**config.mk**
```make
export PLATFORM = sky130hd
export DESIGN_NAME = lcd_scan_drive
export DESIGN_NICKNAME = d
export VERILOG_FILES = /design/src/rtl/lcd_scan_pkg.sv /design/src/rtl/lcd_scan_ctrl.sv /design/src/rtl/lcd_drive_dp.sv /design/src/rtl/lcd_scan_drive.sv
export SDC_FILE = /design/constraint.sdc
export NUM_CORES = 1
export LEC_CHECK = 0
export BUFFER_PORTS_ARGS = -buffer_cell sky130_fd_sc_hd__clkbuf_2
export CAP_MARGIN = 5
export CORE_AREA = 3 3 300 302
export DETAILED_ROUTE_END_ITERATION = 6
export DIE_AREA = 0 0 303 305
export HOLD_SLACK_MARGIN = 0.1
export RECOVER_POWER = 50
export SLEW_MARGIN = 20
export SYNTH_ARGS = -nofsm -noshare
export SYNTH_HDL_FRONTEND = slang
export SYNTH_SLANG_ARGS = --single-unit
```
**constraint.sdc**
```tcl
create_clock -name clk -period 3.9 [get_ports clk]
set_input_delay 0.39 -clock clk [delete_from_list [all_inputs] [get_ports clk]]
set_output_delay 0.39 -clock clk [all_outputs]
set_load 0.02 [all_outputs]
```
**src/rtl/lcd_scan_pkg.sv**
```systemverilog
package lcd_scan_pkg;
  localparam int IDX_W = 7;

  typedef enum logic [2:0] {
    LVL_VSS = 3'd0,
    LVL_V0  = 3'd1,
    LVL_V1  = 3'd2,
    LVL_V2  = 3'd3,
    LVL_V3  = 3'd4,
    LVL_V4  = 3'd5
  } drvLevel_t;

  typedef struct packed {
    logic             latchEn;
    logic             iconLine;
    logic             mPhase;
    logic [IDX_W-1:0] scanIdx;
  } scanStrobe_t;
endpackage

```
**src/rtl/lcd_scan_ctrl.sv**
```systemverilog
module lcd_scan_ctrl
  import lcd_scan_pkg::*;
#(
  parameter int NUM_ROWS = 80,
  parameter int ADDR_W   = 7
) (
  input  logic              clk,
  input  logic              rst_n,
  input  logic              lineTick,
  input  logic              startLineWe,
  input  logic [ADDR_W-1:0] startLineIn,
  input  logic [ADDR_W-1:0] dutyIn,
  output logic [ADDR_W-1:0] ramAddr,
  output scanStrobe_t       strobe
);
  localparam logic [ADDR_W-1:0] ICON_ROW = ADDR_W'(NUM_ROWS);
  localparam logic [ADDR_W-1:0] LAST_ROW = ADDR_W'(NUM_ROWS - 1);

  logic [ADDR_W-1:0] startReg;
  logic [ADDR_W-1:0] lineCnt;
  logic [IDX_W-1:0]  scanIdx;
  logic              mFlag;
  logic [ADDR_W-1:0] effDuty;
  logic [ADDR_W-1:0] loadLine;
  logic              iconPhase;

  always_comb begin
    if (dutyIn == '0)
      effDuty = ADDR_W'(1);
    else if (dutyIn > ICON_ROW)
      effDuty = ICON_ROW;
    else
      effDuty = dutyIn;
  end

  assign iconPhase = (IDX_W'(scanIdx) >= IDX_W'(effDuty));
  assign loadLine  = (startReg >= ICON_ROW) ? '0 : startReg;
  assign ramAddr   = iconPhase ? ICON_ROW : lineCnt;

  always_ff @(posedge clk or negedge rst_n) begin
    if (!rst_n) begin
      startReg <= '0;
      lineCnt  <= '0;
      scanIdx  <= '0;
      mFlag    <= 1'b0;
    end else begin
      if (lineTick) begin
        if (iconPhase) begin
          scanIdx <= '0;
          lineCnt <= loadLine;
          mFlag   <= ~mFlag;
        end else begin
          scanIdx <= scanIdx + IDX_W'(1);
          lineCnt <= (lineCnt >= LAST_ROW) ? '0 : lineCnt + ADDR_W'(1);
        end
      end
      if (startLineWe)
        startReg <= startLineIn;
    end
  end

  assign strobe.latchEn  = lineTick;
  assign strobe.iconLine = iconPhase;
  assign strobe.mPhase   = mFlag;
  assign strobe.scanIdx  = scanIdx;

  AST_FRAME_LOAD: assert property (@(posedge clk) disable iff (!rst_n)
    (lineTick && iconPhase) |=> (lineCnt == (($past(startReg) >= ICON_ROW) ? '0 : $past(startReg))));

  AST_LINE_STEP: assert property (@(posedge clk) disable iff (!rst_n)
    (lineTick && !iconPhase) |=> (scanIdx == IDX_W'($past(scanIdx) + IDX_W'(1))));

  AST_ADDR_RANGE: assert property (@(posedge clk) disable iff (!rst_n)
    (ramAddr <= ICON_ROW));

  AST_M_TOGGLE: assert property (@(posedge clk) disable iff (!rst_n)
    (lineTick && iconPhase) |=> (mFlag != $past(mFlag)));

  AST_M_HOLD: assert property (@(posedge clk) disable iff (!rst_n)
    !(lineTick && iconPhase) |=> $stable(mFlag));
endmodule

```
**src/rtl/lcd_drive_dp.sv**
```systemverilog
module lcd_drive_dp
  import lcd_scan_pkg::*;
#(
  parameter int NUM_SEG = 128,
  parameter int NUM_COM = 81
) (
  input  logic                 clk,
  input  logic                 rst_n,
  input  scanStrobe_t          strobe,
  input  logic [NUM_SEG-1:0]   ramData,
  input  logic                 dispOn,
  input  logic                 reverseOn,
  input  logic                 allOn,
  input  logic                 mirrorOn,
  output logic [NUM_SEG*3-1:0] segLevel,
  output logic [NUM_COM*3-1:0] comLevel
);
  localparam int ICON_COM = NUM_COM - 1;

  logic [NUM_SEG-1:0] rowLatch;
  logic [IDX_W-1:0]   selLine;
  logic               iconLat;
  logic               mLat;
  logic               validLat;
  logic               outActive;
  logic [NUM_COM-1:0] comSel;

  always_ff @(posedge clk or negedge rst_n) begin
    if (!rst_n) begin
      rowLatch <= '0;
      selLine  <= '0;
      iconLat  <= 1'b0;
      mLat     <= 1'b0;
      validLat <= 1'b0;
    end else if (strobe.latchEn) begin
      rowLatch <= ramData;
      selLine  <= strobe.scanIdx;
      iconLat  <= strobe.iconLine;
      mLat     <= strobe.mPhase;
      validLat <= 1'b1;
    end
  end

  assign outActive = dispOn && validLat;

  for (genvar s = 0; s < NUM_SEG; s++) begin : g_seg
    logic      pixBit;
    logic      lit;
    drvLevel_t lvl;
    assign pixBit = mirrorOn ? rowLatch[NUM_SEG-1-s] : rowLatch[s];
    assign lit    = allOn | (pixBit ^ reverseOn);
    always_comb begin
      if (!outActive)
        lvl = LVL_VSS;
      else if (mLat)
        lvl = lit ? LVL_V0 : LVL_V2;
      else
        lvl = lit ? LVL_VSS : LVL_V3;
    end
    assign segLevel[s*3 +: 3] = lvl;
  end

  for (genvar c = 0; c < NUM_COM; c++) begin : g_com
    drvLevel_t lvl;
    if (c == ICON_COM) begin : g_icon
      assign comSel[c] = validLat && iconLat;
    end else begin : g_line
      assign comSel[c] = validLat && !iconLat && (selLine == IDX_W'(c));
    end
    always_comb begin
      if (!outActive)
        lvl = LVL_VSS;
      else if (mLat)
        lvl = comSel[c] ? LVL_VSS : LVL_V1;
      else
        lvl = comSel[c] ? LVL_V0 : LVL_V4;
    end
    assign comLevel[c*3 +: 3] = lvl;
  end

  AST_OFF_VSS: assert property (@(posedge clk) disable iff (!rst_n)
    !dispOn |-> (segLevel == '0 && comLevel == '0));

  AST_ONE_COM: assert property (@(posedge clk) disable iff (!rst_n)
    validLat |-> ($countones(comSel) == 1));

  AST_LATCH_HOLD: assert property (@(posedge clk) disable iff (!rst_n)
    !strobe.latchEn |=> $stable(rowLatch));
endmodule

```
**src/rtl/lcd_scan_drive.sv**
```systemverilog
module lcd_scan_drive
  import lcd_scan_pkg::*;
#(
  parameter int NUM_SEG  = 128,
  parameter int NUM_ROWS = 80,
  parameter int ADDR_W   = 7
) (
  input  logic                    clk,
  input  logic                    rst_n,
  input  logic                    lineTick,
  input  logic                    startLineWe,
  input  logic [ADDR_W-1:0]       startLineIn,
  input  logic [ADDR_W-1:0]       dutyIn,
  input  logic                    dispOn,
  input  logic                    reverseOn,
  input  logic                    allOn,
  input  logic                    mirrorOn,
  output logic [ADDR_W-1:0]       ramAddr,
  input  logic [NUM_SEG-1:0]      ramData,
  output logic [NUM_SEG*3-1:0]    segLevel,
  output logic [(NUM_ROWS+1)*3-1:0] comLevel
);
  localparam int NUM_COM = NUM_ROWS + 1;

  scanStrobe_t strobe;

  lcd_scan_ctrl #(.NUM_ROWS(NUM_ROWS), .ADDR_W(ADDR_W)) u_ctrl (
    .clk(clk), .rst_n(rst_n), .lineTick(lineTick),
    .startLineWe(startLineWe), .startLineIn(startLineIn), .dutyIn(dutyIn),
    .ramAddr(ramAddr), .strobe(strobe)
  );

  lcd_drive_dp #(.NUM_SEG(NUM_SEG), .NUM_COM(NUM_COM)) u_dp (
    .clk(clk), .rst_n(rst_n), .strobe(strobe), .ramData(ramData),
    .dispOn(dispOn), .reverseOn(reverseOn), .allOn(allOn), .mirrorOn(mirrorOn),
    .segLevel(segLevel), .comLevel(comLevel)
  );
endmodule

```
==> metrics.cfg <==
[yosys]
postSynthCellCount = 1445
synthSimpleGateAreaFrac_pct = 11.54
synthMuxAreaShare_pct = 22.68
synthAdderAreaFrac_pct = 0.8802
synth.avg_cell_area_um2 = 8.854
synthArstFlopShare_pct = 100.0
synth_nets = 1604
synth_compound_area_share_pct = 8.137
synth_xor_xnor_area_share_pct = 9.105
synth_edf_count = 0
synth_top_family_by_area = multiplexers
synth.distinct_cells = 53
synthesis.area_um2 = 12790
synth_top_flop_cell = dfrtp_1
ys_ff_latch = 160
seq_area_frac_synth_pct = 31.30
yosysWarningCount = 0

[detailed_routing]
firstDrtPassIters = 5
drcViolationCount = 0
vias = 12300
routedWlPerCell_um = 15.18
viasPerCell = 3.826
wl_mm = 48.83
drt_iter0_drc = 919
drtAntennaViolNets = 0

[sta]
slew_viol_final = 321
fin_ws_ns = 0.6305
hold_viol = 0
rsz0062_at_grt = false
skew_ns = 0.007352
finalSetupViolCount = 0
period_share_pct = 83.83
period_minus_slack_ns = 3.269
fmax_mhz = 305.9
finalSetupTns_ns = 0
slew_headroom_pct = -40.68
tightestPinTransition_ns = 2.110

[setup_path]
cp_slowest_stage_delay_ns = 1.06
worst-path-buf-inv = 2
cp.required_ns = 3.51
path_delay_family = simple AND/OR/NAND/NOR gates
worst-setup-path-type = flip-flop to primary output
cp_data_arrival_time_ns = 2.88
end_kind = primary output
crit_path_start = u_dp.validLat
start_kind = flip-flop
rrSetupSlack_ns = 1.20
cp_slowest_cell = or2_2
critPathMaxFanout = 51
crit_chain = nand3b_1, or2_2, buf_4, nor2_1, clkbuf_2
rr_startpoint = u_ctrl.scanIdx[0]

[placement]
portBuffers = 783
hpwl_mm = 38.57
place_inst = 3118
dpl_worst_slack_ns = 0.8844
gp_congestion = 0.8711

[power_and_ir_drop]
seq_power_share_pct = 23.3
pwr-share-comb_pct = 58.9
powerDensity_nw_per_um2 = 533.1
leakagePower_nw = 8.453
power.switching_mw = 4.817
p_total_mw = 9.367
irDropWorstVdd_mv = 0.4006
power.share.clock_pct = 17.8
p_sw_share_pct = 51.43
p_int_mw = 4.550

[cells_and_area]
register_area_um2 = 4004
n_fill_cell = 9929
mostFrequentLayoutCells = 632 x clkbuf_2, 281 x nor2_1, 164 x a21oi_1
layout.nets = 2198
multiInputGateArea_um2 = 6721
area.growth.synth_to_final_pct = 37.34
drive_above_1_share_pct = 42.10
layout_commonest_cell = clkbuf_2
fin_cells = 3216

[clocking]
cts_resized = 0
cts_buffers = 17
h-tree-depth = 4
clock_tree.buffer_depth = 2
cts.sinks = 160
clk_pin_slew_ns = 0.07
cts_root_buf = clkbuf_16
cts_tree = yes
clk_latency_ns = 0.47

[min_path]
hold_path_class = primary input to flip-flop
hp-start = ramData[117]

[global_route]
grt_start_max_net_pins = 85
antenna_found_initial = 6
grt_util_all_layers_pct = 9.956
grt_pass1_wl_mm = 69.60
gr-total-overflow = 0
grt_pass1_vias = 11040

[run_status]
run_status = finished, violations left
violations = max-capacitance violations, max-slew violations

[die]
die_h_um = 305
start_util_pct = 14.54
dieArea_um2 = 92420
die_x_um = 303
io-pin-count = 784
core_region_area_um2 = 87970
rows = 109

[run]
drv_cap = 4

-- per-stage QoR --
| stage | util, % | instance area (µm²) | hold WS [ns] |
|---|---|---|---|
| after floorplan | - | 12800 | 0.09441 |
| after global placement | 18.88 | 16600 | 0.3599 |
| after detailed placement | 18.88 | 16600 | 0.3606 |
| after CTS | 20.28 | 17840 | 0.1004 |
| after global routing | 19.97 | 17570 | 0.1271 |
| final | 19.97 | 17570 | 0.1635 |
-- synth_stat cells, drive strengths merged, types with 2 or more instances --
cell type | n | share of area, %
or2 | 2 | 0.098
ha | 9 | 0.88
nand4 | 7 | 0.34
mux2i | 129 | 10
nor3b | 3 | 0.18
xnor2 | 130 | 8.9
nand2 | 13 | 0.40
xor2 | 3 | 0.21
o311ai | 3 | 0.21
a221o | 2 | 0.16
nor2b | 4 | 0.20
a31oi | 2 | 0.15
nor2 | 284 | 8.4
nand2b | 10 | 0.49
nand3 | 6 | 0.23
o31ai | 2 | 0.12
inv | 9 | 0.26
buf | 263 | 14
dfrtp | 160 | 31
and2 | 4 | 0.22
clkbuf | 60 | 1.8
mux2 | 143 | 13
a41oi | 2 | 0.14
a21oi | 164 | 6.4
o21ai | 6 | 0.23
nor3 | 7 | 0.48
nand3b | 2 | 0.12
-- power groups by stage --
stage	Combinational (mW)	Sequential (mW)	Clock, mW
final	5.52	2.18	1.66
after global routing	5.93	2.22	1.81
after CTS	5.63	2.19	1.75
after detailed placement	5.56	2.22	0
after global placement	5.54	2.21	0
after floorplan	4.52	2.06	0
-- logic make-up (layout without fill, tap and decap cells) --
kind of cell               count (synthesis)  in the layout
DFF                                      160            160
other                                      0              1
xor gates and xnor gates                 133            133
adders and majority gates                  9              9
AOI/OAI and AO/OA                        191            191
buffers and inverters                    332            937
muxes                                    272            272
and+or+nand+nor                          348            348
-- state kept, by name, indices dropped and copies added, names as in the netlist --
register / cells
u_dp.iconLat: 1
u_ctrl.startReg: 7
u_ctrl.mFlag: 1
u_dp.validLat: 1
u_dp.mLat: 1
u_ctrl.scanIdx: 7
u_dp.selLine: 7
u_dp.rowLatch: 128
u_ctrl.lineCnt: 7
-- worst reg2reg max path: cells and delay by family (launching register included) --
| family | cells | cell delay [ns] |
|---|---|---|
| flops | 1 | 0.45 |
| buf+inv | 1 | 0.13 |
| compound gates | 3 | 1.27 |
| fa+ha+maj | 1 | 0.31 |
| simple gates | 2 | 0.42 |
-- final timing paths --
check                                     end  depth (start not counted)
setup / recovery                 segLevel[26]                          5
setup reg to reg            u_ctrl.lineCnt[3]                          7
hold / removal             u_dp.rowLatch[117]                          2
hold reg to reg                  u_ctrl.mFlag                          1
min in group asynchronous   u_dp.rowLatch[15]                          2
max in group asynchronous   u_ctrl.lineCnt[6]                          3
-- area by class of cell --
class	count	share of cell area (%)
antenna	1	0.01424
clock inverter	9	0.6266
timing repair buffer	898	27.24
tap	1165	8.296
clock buffer	21	2.564
sequential	160	22.79
multi-input combinational	953	38.25
inverter	9	0.2136
-- repair_timing --
item / 4_1_cts / 5_1_grt
buffers inserted: 0 / 0
hold endpoints to repair: 112 / 0
hold buffers: 67 / 0
-- metal layers --
| metal | vias up | global-route usage [%] | share of wire, % |
|---|---|---|---|
| met3 | 52 | 2.215 | 7.8 |
| met5 | - | 0 | 0 |
| met2 | 614 | 16.52 | 47 |
| li1 | 5796 | - | - |
| met4 | 0 | 3.499 | 2.3 |
| met1 | 5841 | 12.62 | 43 |
(Power assumes the default switching activity.)
